[config.mk]
export PLATFORM = sky130hd
export DESIGN_NAME = line_fill_seq
export DESIGN_NICKNAME = d
export VERILOG_FILES = /design/src/rtl/lfs_pkg.sv /design/src/rtl/lfs_ctrl.sv /design/src/rtl/lfs_beat_seq.sv /design/src/rtl/lfs_crit_pick.sv /design/src/rtl/line_fill_seq.sv
export SDC_FILE = /design/constraint.sdc
export NUM_CORES = 1
export LEC_CHECK = 0
export BUFFER_PORTS_ARGS = -buffer_cell sky130_fd_sc_hd__clkbuf_2
export CAP_MARGIN = 5
export CORE_AREA = 2 2 91 93
export CTS_CLUSTER_DIAMETER = 150
export DETAILED_ROUTE_END_ITERATION = 8
export DIE_AREA = 0 0 93 95
export GPL_TIMING_DRIVEN = 0
export PLACE_DENSITY = 0.82
export SLEW_MARGIN = 10
export SYNTH_ARGS = -nofsm -noshare
export SYNTH_HDL_FRONTEND = slang
export SYNTH_HIERARCHICAL = 1
export SYNTH_SLANG_ARGS = --single-unit
[constraint.sdc]
create_clock -name clk_i -period 4.05 [get_ports clk_i]
set_clock_uncertainty 0.2 [all_clocks]
set_input_delay 0.405 -clock clk_i [delete_from_list [all_inputs] [get_ports clk_i]]
set_output_delay 0.405 -clock clk_i [all_outputs]
set_load 0.02 [all_outputs]
[src/rtl/lfs_pkg.sv]
package lfs_pkg;
  typedef enum logic [1:0] {
    PH_IDLE,
    PH_ADDR,
    PH_DATA,
    PH_DONE
  } fill_phase_e;
endpackage

[src/rtl/lfs_ctrl.sv]
module lfs_ctrl
  import lfs_pkg::*;
#(
  parameter int LINE_ADDR_W = 27,
  parameter int WIDX_W      = 3
) (
  input  logic                   clk_i,
  input  logic                   rst_ni,
  input  logic                   fill_valid_i,
  input  logic [LINE_ADDR_W-1:0] fill_line_i,
  input  logic [WIDX_W-1:0]      fill_widx_i,
  input  logic                   mem_req_ready_i,
  input  logic                   beat_fire_i,
  input  logic                   last_beat_i,
  output logic                   fill_ready_o,
  output logic                   accept_o,
  output logic                   mem_req_valid_o,
  output logic                   mem_beat_ready_o,
  output logic                   line_done_o,
  output logic [LINE_ADDR_W-1:0] line_o,
  output logic [WIDX_W-1:0]      widx_o
);
  fill_phase_e phase_q, phase_d;
  logic [LINE_ADDR_W-1:0] line_q;
  logic [WIDX_W-1:0]      widx_q;

  assign fill_ready_o     = (phase_q == PH_IDLE);
  assign accept_o         = fill_ready_o & fill_valid_i;
  assign mem_req_valid_o  = (phase_q == PH_ADDR);
  assign mem_beat_ready_o = (phase_q == PH_DATA);
  assign line_done_o      = (phase_q == PH_DONE);
  assign line_o           = line_q;
  assign widx_o           = widx_q;

  always_comb begin
    phase_d = phase_q;
    unique case (phase_q)
      PH_IDLE: if (fill_valid_i) phase_d = PH_ADDR;
      PH_ADDR: if (mem_req_ready_i) phase_d = PH_DATA;
      PH_DATA: if (beat_fire_i && last_beat_i) phase_d = PH_DONE;
      PH_DONE: phase_d = PH_IDLE;
      default: phase_d = PH_IDLE;
    endcase
  end

  always_ff @(posedge clk_i or negedge rst_ni) begin
    if (!rst_ni) begin
      phase_q <= PH_IDLE;
      line_q  <= '0;
      widx_q  <= '0;
    end else begin
      phase_q <= phase_d;
      if (accept_o) begin
        line_q <= fill_line_i;
        widx_q <= fill_widx_i;
      end
    end
  end


  accept_to_req_chk: assert property (@(posedge clk_i) disable iff (!rst_ni)
    accept_o |=> mem_req_valid_o);


  req_hold_chk: assert property (@(posedge clk_i) disable iff (!rst_ni)
    mem_req_valid_o && !mem_req_ready_i |=>
      mem_req_valid_o && $stable(line_o) && $stable(widx_o));


  beat_window_chk: assert property (@(posedge clk_i) disable iff (!rst_ni)
    mem_beat_ready_o |-> !mem_req_valid_o && !fill_ready_o);


  done_single_chk: assert property (@(posedge clk_i) disable iff (!rst_ni)
    line_done_o |=> !line_done_o && fill_ready_o);
endmodule

[src/rtl/lfs_beat_seq.sv]
module lfs_beat_seq #(
  parameter int BEATS      = 4,
  parameter int BEAT_IDX_W = 2
) (
  input  logic                  clk_i,
  input  logic                  rst_ni,
  input  logic                  clear_i,
  input  logic                  fire_i,
  input  logic [BEAT_IDX_W-1:0] start_i,
  output logic [BEAT_IDX_W-1:0] offset_o,
  output logic                  first_o,
  output logic                  last_o
);
  logic [BEAT_IDX_W-1:0] cnt_q;

  // offset wraps modulo the beat count (power of two)
  assign offset_o = start_i + cnt_q;
  assign first_o  = (cnt_q == '0);
  assign last_o   = (cnt_q == BEAT_IDX_W'(BEATS - 1));

  always_ff @(posedge clk_i or negedge rst_ni) begin
    if (!rst_ni)      cnt_q <= '0;
    else if (clear_i) cnt_q <= '0;
    else if (fire_i)  cnt_q <= last_o ? '0 : cnt_q + 1'b1;
  end


  hold_on_stall_chk: assert property (@(posedge clk_i) disable iff (!rst_ni)
    !fire_i && !clear_i && $stable(start_i) |=> $stable(offset_o));


  last_then_first_chk: assert property (@(posedge clk_i) disable iff (!rst_ni)
    fire_i && last_o |=> first_o);
endmodule

[src/rtl/lfs_crit_pick.sv]
module lfs_crit_pick #(
  parameter int BUS_W  = 64,
  parameter int WORD_W = 32,
  parameter int SUB_W  = 1
) (
  input  logic [BUS_W-1:0]  beat_i,
  input  logic [SUB_W-1:0]  sel_i,
  output logic [WORD_W-1:0] word_o
);
  localparam int LANES = BUS_W / WORD_W;

  logic [WORD_W-1:0] lane [LANES];

  for (genvar g = 0; g < LANES; g++) begin : g_lane
    assign lane[g] = beat_i[g*WORD_W +: WORD_W];
  end

  assign word_o = lane[sel_i];
endmodule

[src/rtl/line_fill_seq.sv]
module line_fill_seq #(
  parameter int LINE_ADDR_W = 27,
  parameter int LINE_WORDS  = 8,
  parameter int WORD_W      = 32,
  parameter int BUS_W       = 64,
  localparam int WIDX_W      = $clog2(LINE_WORDS),
  localparam int LANES       = BUS_W / WORD_W,
  localparam int SUB_W       = $clog2(LANES),
  localparam int BEATS       = LINE_WORDS / LANES,
  localparam int BEAT_IDX_W  = $clog2(BEATS),
  localparam int BYTE_OFF_W  = $clog2(BUS_W / 8),
  localparam int ADDR_W      = LINE_ADDR_W + BEAT_IDX_W + BYTE_OFF_W
) (
  input  logic                   clk_i,
  input  logic                   rst_ni,
  input  logic                   fill_valid_i,
  output logic                   fill_ready_o,
  input  logic [LINE_ADDR_W-1:0] fill_line_i,
  input  logic [WIDX_W-1:0]      fill_widx_i,
  output logic                   mem_req_valid_o,
  input  logic                   mem_req_ready_i,
  output logic [ADDR_W-1:0]      mem_req_addr_o,
  input  logic                   mem_beat_valid_i,
  output logic                   mem_beat_ready_o,
  input  logic [BUS_W-1:0]       mem_beat_data_i,
  output logic                   beat_valid_o,
  output logic [BEAT_IDX_W-1:0]  beat_offset_o,
  output logic [BUS_W-1:0]       beat_data_o,
  output logic                   critical_valid_o,
  output logic [WORD_W-1:0]      critical_word_o,
  output logic                   line_done_o
);
  logic                   accept;
  logic                   beat_fire;
  logic                   first_beat, last_beat;
  logic [LINE_ADDR_W-1:0] line_q;
  logic [WIDX_W-1:0]      widx_q;
  logic [BEAT_IDX_W-1:0]  crit_beat;
  logic [SUB_W-1:0]       crit_lane;

  assign crit_beat = widx_q[WIDX_W-1:SUB_W];
  assign crit_lane = widx_q[SUB_W-1:0];
  assign beat_fire = mem_beat_valid_i & mem_beat_ready_o;

  lfs_ctrl #(
    .LINE_ADDR_W(LINE_ADDR_W),
    .WIDX_W     (WIDX_W)
  ) u_ctrl (
    .clk_i           (clk_i),
    .rst_ni          (rst_ni),
    .fill_valid_i    (fill_valid_i),
    .fill_line_i     (fill_line_i),
    .fill_widx_i     (fill_widx_i),
    .mem_req_ready_i (mem_req_ready_i),
    .beat_fire_i     (beat_fire),
    .last_beat_i     (last_beat),
    .fill_ready_o    (fill_ready_o),
    .accept_o        (accept),
    .mem_req_valid_o (mem_req_valid_o),
    .mem_beat_ready_o(mem_beat_ready_o),
    .line_done_o     (line_done_o),
    .line_o          (line_q),
    .widx_o          (widx_q)
  );

  lfs_beat_seq #(
    .BEATS     (BEATS),
    .BEAT_IDX_W(BEAT_IDX_W)
  ) u_beat_seq (
    .clk_i   (clk_i),
    .rst_ni  (rst_ni),
    .clear_i (accept),
    .fire_i  (beat_fire),
    .start_i (crit_beat),
    .offset_o(beat_offset_o),
    .first_o (first_beat),
    .last_o  (last_beat)
  );

  lfs_crit_pick #(
    .BUS_W (BUS_W),
    .WORD_W(WORD_W),
    .SUB_W (SUB_W)
  ) u_crit_pick (
    .beat_i(mem_beat_data_i),
    .sel_i (crit_lane),
    .word_o(critical_word_o)
  );

  assign mem_req_addr_o   = {line_q, crit_beat, {BYTE_OFF_W{1'b0}}};
  assign beat_valid_o     = beat_fire;
  assign beat_data_o      = mem_beat_data_i;
  assign critical_valid_o = beat_fire & first_beat;


  crit_offset_chk: assert property (@(posedge clk_i) disable iff (!rst_ni)
    critical_valid_o |-> beat_valid_o && (beat_offset_o == crit_beat));


  done_after_beat_chk: assert property (@(posedge clk_i) disable iff (!rst_ni)
    line_done_o |-> $past(beat_valid_o));


  no_accept_busy_chk: assert property (@(posedge clk_i) disable iff (!rst_ni)
    !fill_ready_o && fill_valid_i |=> !mem_req_valid_o || $stable(mem_req_addr_o));
endmodule

Word level (Yosys, flattened, before mapping) --
Cells that the tools add are included. W data, S select, Z words.
Operators by class: equality and inequality tests 7, order comparisons 1, add/sub/neg operators 2, reductions and logical operators 5, bitwise logic cells 4, muxes and demuxes 10
Operator list (number):
- $mux W32 | 3
- $mux W2 | 6
- $pmux W2 S4 | 1
- $eq A2 B2 Y1 const B | 3
- $logic_not A2 Y1 | 2
- $ne A2 B1 Y1 const B | 2
- $and A1 B1 Y1 | 3
- $reduce_and A3 Y1 | 1
- $add A2 B1 Y2 const B | 1
- $add A2 B2 Y2 | 1
- $eq A2 B1 Y1 const B | 1
- $ge A2 B2 Y1 const B | 1
- $ne A2 B2 Y1 const B | 1
- $not A1 Y2 | 1
- $reduce_bool A2 Y1 | 1
- $logic_and A1 B1 Y1 | 1
Storage, ports and cells: register bits 34, output and inout bits 136, input port bits 99

Depth between registers and ports, before layout --
Gate-level depths: netlist of run 1.
depth in word-level cells 5, gate-level depth with buffers 6, depth with buffers taken out 6

Modules after synthesis --
Netlist of run 1, hierarchy kept.
Modules (own cells, without submodules):
- lfs_ctrl | cells an instance 79, area each 1297.5 sq um, times used 1, seq. area each 800.8 sq um
- lfs_crit_pick | cells an instance 36, area each 544.3 sq um, times used 1, seq. area each 0.0 sq um
- line_fill_seq | cells an instance 70, area each 519.2 sq um, times used 1, seq. area each 0.0 sq um
- lfs_beat_seq | cells an instance 14, area each 150.1 sq um, times used 1, seq. area each 50.0 sq um

Worst setup path before layout of run 1 --
OpenSTA, ideal clock, no wires.
kind reg2reg, start point register u_ctrl.phase_q[0], end point register u_ctrl.phase_q[1], buffers on the path 0, stages on the path, launching flop included 7, arrival time 1.836 ns, path slack 1.887 ns, path through dfrtp_1 inv_1 ha_1 and2_1 nand2_1 a221oi_2 mux2_1
Between the ends: longest elaborated chain between the ends 5, elaborated cells between the ends (all ways) 11
RTL lines:
- start: declaration | RTL line lfs_ctrl.sv:23 | fill_phase_e phase_q, phase_d;
- start signal: assignment | RTL line lfs_ctrl.sv:52 | phase_q <= phase_d;
- $eq A2 B2 Y1 | RTL line lfs_ctrl.sv:30 | assign mem_beat_ready_o = (phase_q == PH_DATA);
- net mem_beat_ready_o | RTL line line_fill_seq.sv:24 | output logic mem_beat_ready_o,
- $and A1 B1 Y1 | RTL line line_fill_seq.sv:43 | assign beat_fire = mem_beat_valid_i & mem_beat_ready_o;
- net beat_valid_o | RTL line line_fill_seq.sv:26 | output logic beat_valid_o,
- $logic_and A1 B1 Y1 | RTL line lfs_ctrl.sv:40 | PH_DATA: if (beat_fire_i && last_beat_i) phase_d = PH_DONE;
- $ne A2 B1 Y1 (no line)
- $reduce_and A3 Y1 (no line)
The timed path passes the listed nets, and every way through them passes these cells. A chain may end at the register's enable or synchronous reset.

Worst setup path in the final report of run 1 --
start point register u_ctrl.phase_q[0], end point output port beat_valid_o
Between the ends: longest elaborated chain between the ends 2
RTL lines (RTL line):
- $eq A2 B2 Y1 | lfs_ctrl.sv:30
- $and A1 B1 Y1 | line_fill_seq.sv:43
- end: declaration | line_fill_seq.sv:26
No other way between the ends.

==> out/metrics.yaml, run 1 <==
grt_pass1_wl_um: 10900
synth_ff_type: "dfrtp_1"
multi_input_area_sq_mm: 0.00104
drive_gt1_share_pct: 85.9
cts_buffer_depth: 2
die-area_sq_mm: 0.00884
p_leak_nw: 2.31
synth_cells: 199
rsz0062_at_grt: "false"
regArea_sq_um: 851
drc: 0
ys_types: 23
drv_slew: 0
crit_cells: 4
port_buffers: 231
slew_headroom_pct: 44.3
power_density_mw_per_mm2: 644
crit_path_end_kind: "output port"
antenna_found_initial: 0
clkTransAtPathRegs_ns: 0.07
cap_viol_max_count: 0
cp_num_buf_inv: 2
synth.area.top_cells: "dfrtp_1 34%, buf_4 20%, mux2_4 19%"
avgSynthCellArea_sq_um: 12.6
antenna_cells: 0
period_needed_ns: 2.11
finalSetupViolations: 0
post_drt_via_cell_ratio: 4.17
drt_wl_total_um: 7520
syn_area_sq_mm: 0.00251
crit_path_top_delay_cell: "dfrtp_1"
vias: 2266
die_h_um: 95
worstSetupPathType: "reg2out"
ys_ff_latch: 34
rr_worst_depth: 6
vdd_drop_max_uv: 527
grt_max_degree: 35
place_ws_ns: 1.98
post_cts_resized: 0
cts-hold-fix-buffers: 0
timing.final.crit_share_pct: 52.2
numCtsBuffers: 5
tightest_slew_ns: 0.836
pin_count: 235
critical_path_required_ns: 3.44
cp-start-kind: "flop"
hold_viol_final: 0
drtIter0Drc: 49
cpPeakStageDelay_ns: 0.42
core_area_sq_mm: 0.00793
place_hpwl_um: 6730
grt.overflow.total: 0
die_w_um: 93
root_buffer: "clkbuf_8"
postCtsSetupBuffers: 0
dr.pass1.iters: 4
cts_tree: "yes"
final_nets: 545
fin_cells: 544
post-route-cell-area_sq_mm: 0.00388
cts_sinks: 34
synth_edf_count: 0
gp_congestion: 0.799
start_util_pct: 31.7
crit_family: "flip-flops"
fin_ws_ns: 1.94
grt_pass1_vias: 2208
grtUsageTotal_pct: 15.8
crit_path_max_fanout: 5
clkLatencyLatePin_ns: 0.28
path_cells: "inv_1 > ha_1 > and2_1 > clkbuf_2"
max_freq_mhz: 473
fp-row-count: 33
cp.arrival_ns: 1.51
yosysTopAreaCellShare_pct: 33.9
n_fill_cell: 743
synth_warnings: 6
htreeDepth: 2
wl_per_cell_um: 13.8
ys_seq_area_share_pct: 33.9
ant_nets: 0
min_path_type: "in2async"
tns_ns: 0
status: "finished, final reports clean"
async_flop_share_pct: 100
place_inst: 537
placed_area_sq_mm: 0.00381
yosysMostFrequentCell: "buf_4"
syn_to_final_growth_pct: 54.7
synthTopCellsByCount: "67 x buf_4, 34 x dfrtp_1, 32 x mux2_4"
yosys.area.top_type: "dfrtp_1"
worst reg2reg max path: stages (launching register included):
cell and delay, ns:
dfrtp_1 0.42, inv_1 0.10, ha_1 0.25, and2_1 0.25, nand2_1 0.09, a221oi_2 0.28, mux2_1 0.35
metal layers:
| layer | GRT usage [%] | vias up | wire length, um |
|---|---|---|---|
| met3 | 3.75 | 20 | 600 |
| met4 | 6.37 | 0 | 214 |
| li1 | - | 1080 | - |
| met5 | 0 | - | 0 |
| met1 | 17.7 | 1038 | 2710 |
| met2 | 28.9 | 128 | 3990 |
cell usage in the layout, fill, tap and decap left out, types with 2 or more instances in the layout:
cell type,netlist,final
conb_1,1,3
clkbuf_8,0,5
buf_4,67,67
clkinv_2,0,2
inv_1,6,6
dfrtp_1,34,34
buf_12,3,3
mux2_2,30,30
buf_6,4,4
clkbuf_2,0,231
xnor2_1,2,2
ha_1,7,7
mux2_4,32,32
flip-flops by register name (all words and copies together), names as in the netlist:
| name | flops |
|---|---|
| u_ctrl/line_o | 27 |
| u_ctrl/widx_o | 3 |
| u_beat_seq/cnt_q | 2 |
| u_ctrl/phase_q | 2 |
path summary, 6_finish.rpt:
| check | startpoint | slack, ns | endpoint |
|---|---|---|---|
| max | u_ctrl/phase_q[0] | 1.94 | beat_valid_o |
| min | rst_ni | 0.01 | u_ctrl/line_o[26] |
| max reg2reg | u_ctrl/phase_q[0] | 1.99 | u_ctrl/phase_q[1] |
| min reg2reg | u_ctrl/line_o[0] | 0.31 | u_ctrl/line_o[0] |
| max in group asynchronous | rst_ni | 3.11 | u_ctrl/line_o[23] |
| min in group clk_i | fill_line_i[13] | 0.15 | u_ctrl/line_o[13] |
power by group:
group          switching [W]  total [W]  internal [W]
combinational       0.000871    0.00165      0.000778
clock               0.000116   0.000231      0.000115
sequential          0.000109   0.000624      0.000515
total                0.00110    0.00250       0.00141
metrics by stage:
step	total power (W)	hold slack, ns	utilization [%]
global placement	0.00224	0.289	48.0
global route	0.00266	0.0830	49.0
detailed placement	0.00229	0.293	48.0
finish	0.00250	0.0150	49.0
CTS	0.00253	0.0497	49.0
floorplan	0.00180	-0.0906	-
kinds of logic (layout without fill, tap and decap cells):
group,Yosys count,count (layout),synth area share (%)
flops,34,34,33.9
mux,64,64,33.4
other cells,1,3,0.149
buf+inv,80,318,25.1
fa+ha+maj,7,7,3.49
xor+xnor,2,2,0.698
simple gates,8,8,1.89
compound gates,3,3,1.35
area by class of cell:
class	count	share of cell area (%)
buffer	74	15.7
clock buffer	5	1.77
clock inverter	2	0.258
inverter	6	0.580
multi-input combinational	87	26.7
sequential	34	21.9
tap	105	3.38
timing repair buffer	231	29.8
No activity file was read; power rests on OpenSTA's default activity.
==> run 2, diff against run 1 <==
Clock period 4.05 ns to 2.2 ns, I/O delays scaled along.
==> out/metrics.yaml, run 2 (synthesis gave the netlist of run 1 again) <==
timing.final.crit_share_pct: 93.9
multi_input_area_sq_mm: 0.00104  # unchanged
place_hpwl_um: 6730  # unchanged
fin_util_pct: 52.9  # +3.9 points
tns_ns: 0  # unchanged
clkTransAtPathRegs_ns: 0.07  # about the same
grt_max_degree: 35  # unchanged
antenna_found_initial: 0  # unchanged
post_cts_resized: 0  # unchanged
die_w_um: 93  # unchanged
post-route-cell-area_sq_mm: 0.00420  # +8.0%
tightest_slew_ns: 0.851  # +0.0150 ns
pin_count: 235  # unchanged
cpPeakStageDelay_ns: 0.42  # about the same
placed_area_sq_mm: 0.00381  # unchanged
cap_viol_max_count: 0  # unchanged
largest_reg_flops: 27  # unchanged
crit_path_top_delay_cell: "dfrtp_1"
cp_num_buf_inv: 1  # -1
wl_per_cell_um: 14.6  # +5.5%
slew_headroom_pct: 43.3  # -1.0 points
max_freq_mhz: 484
rsz0062_at_grt: "false"
cp-start-kind: "flop"
cts_buffer_depth: 2  # unchanged
crit_path_end_kind: "flop"
critical_path_required_ns: 2.16  # -1.28 ns
hold_viol_final: 0  # unchanged
cp.arrival_ns: 2.03  # +0.52 ns
drc: 0  # unchanged
cts_sinks: 34  # unchanged
core_area_sq_mm: 0.00793  # unchanged
drive_gt1_share_pct: 80.2  # -5.7 points
path_cells: "inv_1 > ha_1 > and2_1 > nand2_1 > a221oi_2 > mux2_1"
period_needed_ns: 2.07
cts_tree: "yes"
vdd_drop_max_uv: 937  # +78%
power_density_mw_per_mm2: 1120  # +74%
ant_nets: 0  # unchanged
cts-hold-fix-buffers: 31  # +31
drtIter0Drc: 89  # +82%
regArea_sq_um: 851  # unchanged
layout_commonest_cell: "clkbuf_2"
port_buffers: 231  # unchanged
clkLatencyLatePin_ns: 0.28  # about the same
syn_to_final_growth_pct: 67.1
start_util_pct: 31.7  # unchanged
htreeDepth: 2  # unchanged
root_buffer: "clkbuf_8"
finalSetupViolations: 0  # unchanged
drt_wl_total_um: 8380  # +11%
post_drt_via_cell_ratio: 4.21  # +1.2%
vias: 2423  # +6.9%
grtUsageTotal_pct: 17.7  # +1.9 points
n_fill_cell: 703  # -5.4%
fp-row-count: 33  # unchanged
crit_family: "flip-flops"
crit_path_max_fanout: 5  # unchanged
grt_pass1_wl_um: 12100  # +11%
min_path_type: "in2reg"
status: "finished, final reports clean"
grt_pass1_vias: 2436  # +10%
antenna_cells: 0  # unchanged
die_h_um: 95  # unchanged
die-area_sq_mm: 0.00884  # unchanged
worstSetupPathType: "reg2reg"
postCtsSetupBuffers: 0  # unchanged
numCtsBuffers: 5  # unchanged
p_leak_nw: 2.44  # +5.6%
dr.pass1.iters: 4  # unchanged
final_nets: 576  # +5.7%
layout_common_cells: "231 x clkbuf_2, 67 x buf_4, 34 x dfrtp_1"
grt.overflow.total: 0  # unchanged
gp_congestion: 0.799  # unchanged
drv_slew: 0  # unchanged
run 2: cell count changes in the layout (fill, tap and decap cells not counted):
cell           delta
dlygate4sd3_1    +31
run 2: worst paths after layout:
path                                   startpoint                end  slack (ns)  cells past startpoint
worst max register to register  u_ctrl/phase_q[0]  u_ctrl/phase_q[1]        0.13                      6
min in group asynchronous                  rst_ni  u_ctrl/line_o[26]        0.38                      2
worst min-delay path                 fill_valid_i  u_ctrl/line_o[16]        0.17                      3
worst max-delay path            u_ctrl/phase_q[0]  u_ctrl/phase_q[1]        0.13                      6
worst min register to register   u_ctrl/line_o[6]   u_ctrl/line_o[6]        0.31                      1
max in group asynchronous                  rst_ni  u_ctrl/line_o[23]        0.88                      2
run 2: report_power, final:
| group | total, W | leakage (nW) | switching, W | internal, W |
|---|---|---|---|---|
| combinational | 0.00312 | 1.99 | 0.00165 | 0.00147 |
| clock | 0.000429 | 0.0438 | 0.000217 | 0.000212 |
| sequential | 0.00116 | 0.404 | 0.000210 | 0.000948 |
| total | 0.00471 | 2.44 | 0.00208 | 0.00263 |
run 2: metrics by stage:
step	setup slack [ns]	cells	total power, W	hold WS (ns)
6_report	0.133	575	0.00471	0.167
5_1_grt	0.00201	575	0.00497	0.175
4_1_cts	0.111	575	0.00470	0.160
2_1_floorplan	0.0369	201	0.00332	-0.276
3_5_place_dp	0.129	537	0.00421	0.173
3_3_place_gp	0.230	537	0.00413	0.152
run 2: cell type report:
class                      count  area share, %
tap                          105           3.13
clock buffer                   5           1.64
sequential                    34           20.3
clock inverter                 2          0.239
buffer                        74           14.5
timing repair buffer         262           35.0
multi-input combinational     87           24.7
inverter                       6          0.537
run 2: routing by layer:
layer | vias up | share of wire [%] | GRT usage [%]
met5 | - | 0 | 0
met4 | 0 | 3.8 | 8.33
met3 | 28 | 7.8 | 4.47
met2 | 134 | 54 | 33.2
met1 | 1117 | 34 | 18.4
li1 | 1144 | - | -
run 2: tightest hold or removal path: cells and delay by family:
| family | cells | cell delay (ns) |
|---|---|---|
| muxes | 1 | 0.17 |
| and+or+nand+nor | 1 | 0.13 |
| buffers and inverters | 1 | 0.10 |
==> run 3, diff against run 2 <==
Settings changed: RECOVER_POWER set to 100, REMOVE_ABC_BUFFERS set to 1.
==> out/metrics.yaml, run 3 (synthesis gave the netlist of run 1 again) <==
rr_worst_depth: 6  # unchanged
grt_max_degree: 35  # unchanged
max_freq_mhz: 481  # -0.61%
numCtsBuffers: 5  # unchanged
post_drt_via_cell_ratio: 4.29  # +1.8%
root_buffer: "clkbuf_8"
p_comb_share_pct: 61.0  # -5.3 points
wl_per_cell_um: 15.9  # +9.1%
grtUsageTotal_pct: 16.7  # -1.0 points
dr.pass1.iters: 4  # unchanged
swShare_pct: 47.3  # +3.2 points
timing.final.crit_share_pct: 94.5  # +0.58 points
grt.overflow.total: 0  # unchanged
cts_buffer_depth: 2  # unchanged
rsz0062_at_grt: "false"
vias: 2167  # -11%
start_util_pct: 31.7  # unchanged
wl_met3_um: 872  # +34%
die_h_um: 95  # unchanged
seqPwrFrac_pct: 27.5  # +2.9 points
power_w: 0.00419  # -11%
place_hpwl_um: 6390  # -5.1%
rrSetupSlack_ns: 0.14  # about the same
clkTransAtPathRegs_ns: 0.07  # about the same
intPower_w: 0.00221  # -16%
power_density_mw_per_mm2: 1230  # +9.7%
layout_commonest_cell: "clkbuf_2"
drc: 0  # unchanged
core_area_sq_mm: 0.00793  # unchanged
drv_slew: 0  # unchanged
gp_congestion: 0.748  # -6.3%
antenna_found_initial: 3  # +3
clock_power_share_pct: 11.4  # +2.3 points
p_sw_w: 0.00198  # -4.5%
finalSetupViolations: 0  # unchanged
grt_pass1_wl_um: 11100  # -8.7%
pin_count: 235  # unchanged
drt_wl_total_um: 8030  # -4.2%
cp.arrival_ns: 1.66  # -0.37 ns
vdd_drop_max_uv: 660  # -30%
cap_viol_max_count: 0  # unchanged
reg2reg_from: "u_ctrl/phase_q[0]"
crit_path_max_fanout: 30  # +25
cts_sinks: 34  # unchanged
ant_nets: 0  # unchanged
cp-start-kind: "flop"
met1Wirelength_um: 3080  # +7.1%
hold_viol_final: 0  # unchanged
critical_path_required_ns: 1.78  # -0.38 ns
status: "finished, final reports clean"
met2_length_um: 3980  # -12%
tightest_slew_ns: 0.842  # -0.00927 ns
final_nets: 503  # -13%
period_needed_ns: 2.08  # +0.0127 ns
crit_path_end_kind: "output port"
grt_pass1_vias: 2130  # -13%
fin_util_pct: 43.0  # -9.9 points
syn_to_final_growth_pct: 35.7
postCtsSetupBuffers: 0  # unchanged
crit_start: "u_ctrl/widx_o[0]"
port_buffers: 231  # unchanged
die_w_um: 93  # unchanged
worstHoldPathCells: 3  # unchanged
worst_hold_startpoint: "mem_req_ready_i"
top_layer: "met5"
drtIter0Drc: 63  # -29%
cts_tree: "yes"
die-area_sq_mm: 0.00884  # unchanged
fp-row-count: 33  # unchanged
clkLatencyLatePin_ns: 0.28  # about the same
slew_headroom_pct: 43.9  # +0.62 points
p_leak_nw: 1.66  # -32%
worstSetupPathType: "reg2out"
drive_gt1_share_pct: 43.7  # -36 points
layout_common_cells: "121 x clkbuf_2, 110 x clkbuf_1, 34 x dfrtp_1"
largest_reg_flops: 27  # unchanged
n_fill_cell: 852  # +21%
htreeDepth: 2  # unchanged
min_path_type: "in2reg"
run 3: changes by cell type in the layout (fill, tap and decap cells not counted), sizes merged:
cell      previous run  this run
diode                0         2
buf                 74         1
clkinvlp             0         1
clkbuf             236       237
clkinv               2         1
run 3: final cells by class:
| class | count | area, sq um | share of cell area [%] |
|---|---|---|---|
| inverter | 6 | 22.5 | 0.661 |
| timing repair buffer | 263 | 1340 | 39.3 |
| sequential | 34 | 851 | 25.0 |
| clock buffer | 6 | 82.6 | 2.42 |
| antenna | 2 | 5.00 | 0.147 |
| clock inverter | 2 | 12.5 | 0.367 |
| multi-input combinational | 87 | 963 | 28.3 |
| tap | 105 | 131 | 3.85 |
run 3: power by group through the flow:
stage	Combinational (W)	Clock [W]	Sequential [W]
floorplan	0.00140	0	0.00158
global placement	0.00264	0	0.00127
detailed placement	0.00282	0	0.00116
CTS	0.00286	0.000503	0.00116
global route	0.00276	0.000538	0.00120
finish	0.00256	0.000479	0.00115
run 3: worst max-delay path, cell delays in order, from the launching register on:
cell	delay [ns]
dfrtp_1	0.46
buf_6	0.35
mux2_1	0.40
clkbuf_2	0.17
run 3: worst paths after layout:
check | to
setup / recovery | critical_word_o[5]
min in group asynchronous | u_ctrl/line_o[7]
setup reg to reg | u_ctrl/phase_q[1]
hold reg to reg | u_ctrl/line_o[20]
max in group asynchronous | u_ctrl/widx_o[2]
hold / removal | u_ctrl/phase_q[0]
run 3: metal layers:
| metal | GRT usage, % | vias up |
|---|---|---|
| met3 | 7.74 | 10 |
| met4 | 4.53 | 2 |
| met2 | 27.8 | 127 |
| li1 | - | 1003 |
| met5 | 0 | - |
| met1 | 19.3 | 1025 |
run 3: through the flow:
stage / instance area (sq um) / setup slack, ns / cells / hold slack, ns / TNS, ns
global placement: 3200 / -0.315 / 463 / 0.151 / -7.70
global route: 3400 / 0.0102 / 503 / 0.183 / 0
CTS: 3620 / 0.0992 / 503 / 0.171 / 0
detailed placement: 3220 / 0.116 / 464 / 0.167 / 0
finish: 3410 / 0.121 / 505 / 0.193 / 0
floorplan: 1910 / -0.00932 / 127 / -0.276 / -0.0186
run 3: what timing repair did:
| action | in CTS | in global routing |
|---|---|---|
| hold endpoints to repair | 64 | 0 |
| hold buffers | 31 | 0 |
| endpoints found under the setup margin | 0 | 11 |
| gates resized for setup | 0 | 1 |
